$ cat config.mk
export PLATFORM = sky130hd
export DESIGN_NAME = pwm_phase_timer
export DESIGN_NICKNAME = d
export VERILOG_FILES = /design/src/rtl/pwm_timer_pkg.sv /design/src/rtl/pwm_prescaler.sv /design/src/rtl/pwm_updown_counter.sv /design/src/rtl/pwm_compare_unit.sv /design/src/rtl/pwm_phase_timer.sv
export SDC_FILE = /design/constraint.sdc
export NUM_CORES = 1
export LEC_CHECK = 0
export BUFFER_PORTS_ARGS = -buffer_cell sky130_fd_sc_hd__buf_2
export CORE_ASPECT_RATIO = 0.8
export CORE_UTILIZATION = 40
export CTS_CLUSTER_SIZE = 10
export DETAILED_ROUTE_END_ITERATION = 6
export PLACE_DENSITY = 0.63
export SKIP_CTS_REPAIR_TIMING = 1
export SYNTH_ARGS = -nofsm -noshare
export SYNTH_HDL_FRONTEND = slang
export SYNTH_SLANG_ARGS = --single-unit
$ cat constraint.sdc
create_clock -name clk -period 3.5 [get_ports clk]
set_input_delay 0.175 -clock clk [delete_from_list [all_inputs] [get_ports clk]]
set_output_delay 0.175 -clock clk [all_outputs]
set_load 0.01 [all_outputs]
$ cat src/rtl/pwm_timer_pkg.sv
package pwm_timer_pkg;

  localparam int PRE_W = 10;

  typedef enum logic [2:0] {
    PS_STOP    = 3'd0,
    PS_DIV1    = 3'd1,
    PS_DIV8    = 3'd2,
    PS_DIV64   = 3'd3,
    PS_DIV256  = 3'd4,
    PS_DIV1024 = 3'd5
  } presc_e;

  typedef struct packed {
    logic             run;
    logic [PRE_W-1:0] mask;
  } presc_tap_t;

  // Log2 of the division ratio for each select code.
  function automatic int presc_shift(input logic [2:0] sel);
    case (sel)
      PS_DIV1:    return 0;
      PS_DIV8:    return 3;
      PS_DIV64:   return 6;
      PS_DIV256:  return 8;
      PS_DIV1024: return 10;
      default:    return -1;
    endcase
  endfunction

  function automatic presc_tap_t presc_decode(input logic [2:0] sel);
    presc_tap_t t;
    int sh;
    sh = presc_shift(sel);
    t.run  = (sh >= 0);
    t.mask = (sh > 0) ? PRE_W'((1 << sh) - 1) : '0;
    return t;
  endfunction

endpackage

$ cat src/rtl/pwm_prescaler.sv
module pwm_prescaler
  import pwm_timer_pkg::*;
(
  input  logic       clk,
  input  logic       rst,
  input  logic [2:0] sel,
  output logic       tick
);

  presc_tap_t       tap;
  logic [PRE_W-1:0] div_q;

  always_comb tap = presc_decode(sel);

  // Enable pulse once every 2^shift clocks while running.
  assign tick = tap.run && ((div_q & tap.mask) == tap.mask);

  always_ff @(posedge clk) begin
    if (rst) begin
      div_q <= '0;
    end else if (tap.run) begin
      div_q <= div_q + PRE_W'(1);
    end
  end

endmodule

$ cat src/rtl/pwm_updown_counter.sv
module pwm_updown_counter #(
  parameter int W = 8
) (
  input  logic         clk,
  input  logic         rst,
  input  logic         tick,
  output logic [W-1:0] cnt_q,
  output logic [W-1:0] nxt_cnt,
  output logic         up_q,
  output logic         top_evt,
  output logic         bot_evt,
  output logic         ovf_flag
);

  localparam logic [W-1:0] TOP_V = '1;

  always_comb begin
    nxt_cnt = up_q ? cnt_q + W'(1) : cnt_q - W'(1);
    top_evt = tick && up_q && (nxt_cnt == TOP_V);
    bot_evt = tick && !up_q && (nxt_cnt == '0);
  end

  always_ff @(posedge clk) begin
    if (rst) begin
      cnt_q    <= '0;
      up_q     <= 1'b1;
      ovf_flag <= 1'b0;
    end else begin
      ovf_flag <= bot_evt;
      if (tick) begin
        cnt_q <= nxt_cnt;
        if (top_evt) begin
          up_q <= 1'b0;
        end else if (bot_evt) begin
          up_q <= 1'b1;
        end
      end
    end
  end

endmodule

$ cat src/rtl/pwm_compare_unit.sv
module pwm_compare_unit #(
  parameter int W = 8
) (
  input  logic         clk,
  input  logic         rst,
  input  logic         tick,
  input  logic         wr_en,
  input  logic [W-1:0] wr_data,
  input  logic [W-1:0] nxt_cnt,
  input  logic         up_q,
  input  logic         top_evt,
  output logic [W-1:0] cmp_act,
  output logic         lvl_q,
  output logic         cmp_hit,
  output logic         cmp_flag
);

  localparam logic [W-1:0] TOP_V = '1;

  logic [W-1:0] cmp_buf;

  // Level forced when the count turns at the top: the up-slope match
  // result of the value being adopted (high only for the full-scale value).
  function automatic logic turn_level(input logic [W-1:0] v);
    return (v == TOP_V);
  endfunction

  // Level after a match: rising clears, falling sets unless value is zero.
  function automatic logic match_level(input logic rising, input logic [W-1:0] v);
    return rising ? 1'b0 : (v != '0);
  endfunction

  assign cmp_hit = tick && (nxt_cnt == cmp_act);

  always_ff @(posedge clk) begin
    if (rst) begin
      cmp_buf  <= '0;
      cmp_act  <= '0;
      lvl_q    <= 1'b0;
      cmp_flag <= 1'b0;
    end else begin
      cmp_flag <= cmp_hit;
      if (wr_en) begin
        cmp_buf <= wr_data;
      end
      if (top_evt) begin
        cmp_act <= cmp_buf;
        lvl_q   <= turn_level(cmp_buf);
      end else if (cmp_hit) begin
        lvl_q   <= match_level(up_q, cmp_act);
      end
    end
  end

endmodule

$ cat src/rtl/pwm_phase_timer.sv
module pwm_phase_timer
  import pwm_timer_pkg::*;
#(
  parameter int CNT_W = 8
) (
  input  logic             clk,
  input  logic             rst,
  input  logic [2:0]       presc_sel,
  input  logic             cmp_wr,
  input  logic [CNT_W-1:0] cmp_wdata,
  input  logic             invert,
  output logic             pwm_out,
  output logic             ovf_flag,
  output logic             cmp_flag
);

  logic             tick;
  logic [CNT_W-1:0] cnt_q;
  logic [CNT_W-1:0] nxt_cnt;
  logic             up_q;
  logic             top_evt;
  logic             bot_evt;
  logic [CNT_W-1:0] cmp_act;
  logic             lvl_q;
  logic             cmp_hit;

  pwm_prescaler u_presc (
    .clk  (clk),
    .rst  (rst),
    .sel  (presc_sel),
    .tick (tick)
  );

  pwm_updown_counter #(.W(CNT_W)) u_cnt (
    .clk      (clk),
    .rst      (rst),
    .tick     (tick),
    .cnt_q    (cnt_q),
    .nxt_cnt  (nxt_cnt),
    .up_q     (up_q),
    .top_evt  (top_evt),
    .bot_evt  (bot_evt),
    .ovf_flag (ovf_flag)
  );

  pwm_compare_unit #(.W(CNT_W)) u_cmp (
    .clk      (clk),
    .rst      (rst),
    .tick     (tick),
    .wr_en    (cmp_wr),
    .wr_data  (cmp_wdata),
    .nxt_cnt  (nxt_cnt),
    .up_q     (up_q),
    .top_evt  (top_evt),
    .cmp_act  (cmp_act),
    .lvl_q    (lvl_q),
    .cmp_hit  (cmp_hit),
    .cmp_flag (cmp_flag)
  );

  assign pwm_out = lvl_q ^ invert;

endmodule

==> reports/qor.yml <==
timing:
  fmax_mhz: 310
  drv_slew: 0
  period_needed_ps: 3220
  relSlewSlack_pct: 55.7
  worstMarginPinSlew_ps: 664
  hold_viol_final: 0
  setup-tns-final_ps: 0
  fin_crit_sh_pct: 92.1
  setup_viol: 0
  grt_setup_unrepaired: "no"
  skew_ps: 7.19
logic_synthesis:
  synth_area_sq_mm: 0.00222
  synthCells: 248
  yosysWarnings: 0
  synth_edf_count: 0
  syn-num-nets: 274
  ys_seq_area_share_pct: 34.3
  synth_top_area_share_pct: 34.3
  synth_area_leaders: "dfxtp_1 34%, mux2i_1 10%, nor2_1 7.5%"
  synth-seq-cells: 38
  syn_avg_cell_area_sq_um: 8.93
  ys_async_sr_fraction_pct: 0
  yosys.area.top_type: "dfxtp_1"
  ys.flop_type: "dfxtp_1"
  ys_types: 58
route:
  dr.pass1.iters: 4
  drtIter0Drc: 98
  wire_per_inst_microns: 13.4
  wirelength_microns: 4380
  via_per_inst: 5.32
  drc: 0
  vias: 1745
  postRouteAntennaNets: 0
setup_path:
  path_max_fanout: 7
  max_stage_delay_ps: 560
  reg2reg_depth: 10
  cpMostUsedCell: "nand4_1"
  critPathKind: "reg -> reg"
  start_kind: "register"
  crit_arrival_ps: 3410
  cp.required_ps: 3680
  crit_slowest_cell: "or4_4"
  cp_cell_sequence: "inv_1, ha_1, xnor2_1, xnor2_2, nand4_1, nor4b_2, nand4_1, or4_4, and2_4, o31a_1"
  endpoint_kind: "register"
global_routing:
  grt_pass1_vias: 1647
  grt_overflow_total: 0
  grt_max_degree: 39
  grt_pass1_wl_microns: 7800
  track_usage_pct: 17.2
  antenna_found_initial: 0
floorplanning:
  design.die.area_sq_mm: 0.00584
  core_area_sq_mm: 0.00518
  rows: 23
  die_h_microns: 68.6
  die_width_microns: 85.2
  initial_core_util_pct: 42.8
  ioPinCount: 18
layout:
  stdcell_area_sq_mm: 0.00247
  antennaDiodeCount: 0
  post-route-util_pct: 47.6
  fin_nets: 291
  stdcell_count: 328
  syn_to_final_growth_pct: 11.3
  drive_gt1_share_pct: 15.0
pwr:
  p_sw_share_pct: 21.1
  internal_power_mw: 0.759
  finalPower_mw: 0.963
  seqPwrFrac_pct: 46.9
  p_leak_nw: 1.07
  power.density_mw_per_mm2: 390
  irDropWorstVdd_mv: 0.253
  p_sw_mw: 0.203
  clockPowerShare_pct: 46.0
  combPwrFrac_pct: 7.1
placed_design:
  dp_hpwl_microns: 3350
  post_dp_cell_area_sq_mm: 0.00233
  gp_congestion: 0.822
  dp.cells: 320
  portBuffers: 17
clocking:
  clk_latency_ps: 290
  cts_max_level: 2
  clock_sinks: 38
  tritoncts: "done"
  cts_root_buffer: "clkbuf_8"
  cts_buffer_depth: 2
  cts.clk_slew.worst_paths_ps: 80
  cts_buffers: 5
job:
  maxCapViolCount: 0
outcome:
  status: "completed"
worst_hold_path:
  min_path_type: "in -> reg"
  worst_hold_path.num_cells: 3
-- critical path: cells and delay by family (launching register included) --
family,cells,cell delay [ps]
adder cells (fa/ha/maj),1,360
AO/OA/AOI/OAI,1,280
AND/OR/NAND/NOR,5,1230
flip-flops,1,460
buffers and inverters,1,190
XOR/XNOR,2,590
-- power by group through the flow --
stage	registers [mW]	clock network (mW)	logic, mW
after floorplan	0.460	0	0.0489
after global placement	0.461	0	0.0676
after detailed placement	0.462	0	0.0684
after CTS	0.451	0.452	0.0691
after global routing	0.453	0.475	0.0785
final	0.451	0.443	0.0686
-- routing by layer --
layer  routed length [microns]  part of all wire, %  GRT usage (%)  vias up
met4                        34                 0.78           5.08        0
li1                          -                    -              -      903
met3                       155                  3.5           4.29        2
met1                      2370                   54           24.0      811
met5                         0                    0              0        -
met2                      1830                   42           26.4       29
-- synthesized netlist by cell type (3+ instances only) --
master and count:
nor3_1 6, xor2_1 13, o21ai_0 4, nand2b_1 5, nand3_1 5, inv_1 6, dfxtp_1 38, mux2i_1 23
and3_1 4, a21oi_1 6, nor4_1 3, clkbuf_1 4, ha_1 10, nand2_1 10, nor2_1 44, o2111ai_1 3
nand4_1 9, xnor2_1 10
-- per-stage QoR --
stage	hold slack (ps)	worst slack, ps
after floorplan	323	540
after global placement	407	372
after detailed placement	417	285
after CTS	114	266
after global routing	119	27.3
final	119	278
-- worst paths after layout --
check | slack (ps) | from | endpoint
hold reg to reg | 520 | u_cnt.cnt_q[5] | u_cnt.cnt_q[5]
setup / recovery | 280 | u_cnt.up_q | u_cmp.lvl_q
setup reg to reg | 280 | u_cnt.up_q | u_cmp.lvl_q
hold / removal | 120 | cmp_wdata[3] | u_cmp.cmp_buf[3]
-- layout make-up --
type,instances,area [sq um]
clock inverters,3,68.8
repair buffers,20,108
multi-input cells,194,1360
clock buffers,5,68.8
flip-flops and latches,38,761
fillers,506,2710
inverters,6,22.5
well taps,62,77.6
-- state kept, by name, indices dropped and copies added (netlist names) --
signal and flops:
u_presc.div_q 10, u_cnt.up_q 1, u_cnt.cnt_q 8, u_cmp.cmp_flag 1, u_cmp.cmp_act 8, u_cmp.cmp_buf 8
u_cnt.ovf_flag 1, u_cmp.lvl_q 1
-- placed cells by master, fill, tap and decap left out, drive strengths merged, types with 3 or more instances in the layout --
cell / netlist / layout
ha: 10 / 10
nand2b: 5 / 5
buf: 5 / 20
xnor2: 11 / 11
nor4: 3 / 3
nand2: 10 / 10
nand4: 9 / 9
xor2: 13 / 13
o21ai: 6 / 6
nand3: 5 / 5
inv: 6 / 6
a21boi: 3 / 3
mux2i: 23 / 23
o2111ai: 3 / 3
nor3: 6 / 6
and3: 5 / 5
clkbuf: 5 / 5
dfxtp: 38 / 38
a21oi: 6 / 6
nor2: 44 / 44
-- cell families (layout without fill, tap and decap cells) --
group | after synthesis | in the layout | share of synthesized area [%]
compound gates | 32 | 32 | 10.2
simple gates | 102 | 102 | 23.7
mux | 24 | 24 | 10.9
fa+ha+maj | 11 | 11 | 6.55
other cells | 1 | 1 | 0.169
xor+xnor | 24 | 24 | 9.83
buf+inv | 16 | 34 | 4.29
flops | 38 | 38 | 34.3
No activity file was read; power rests on OpenSTA's default activity.
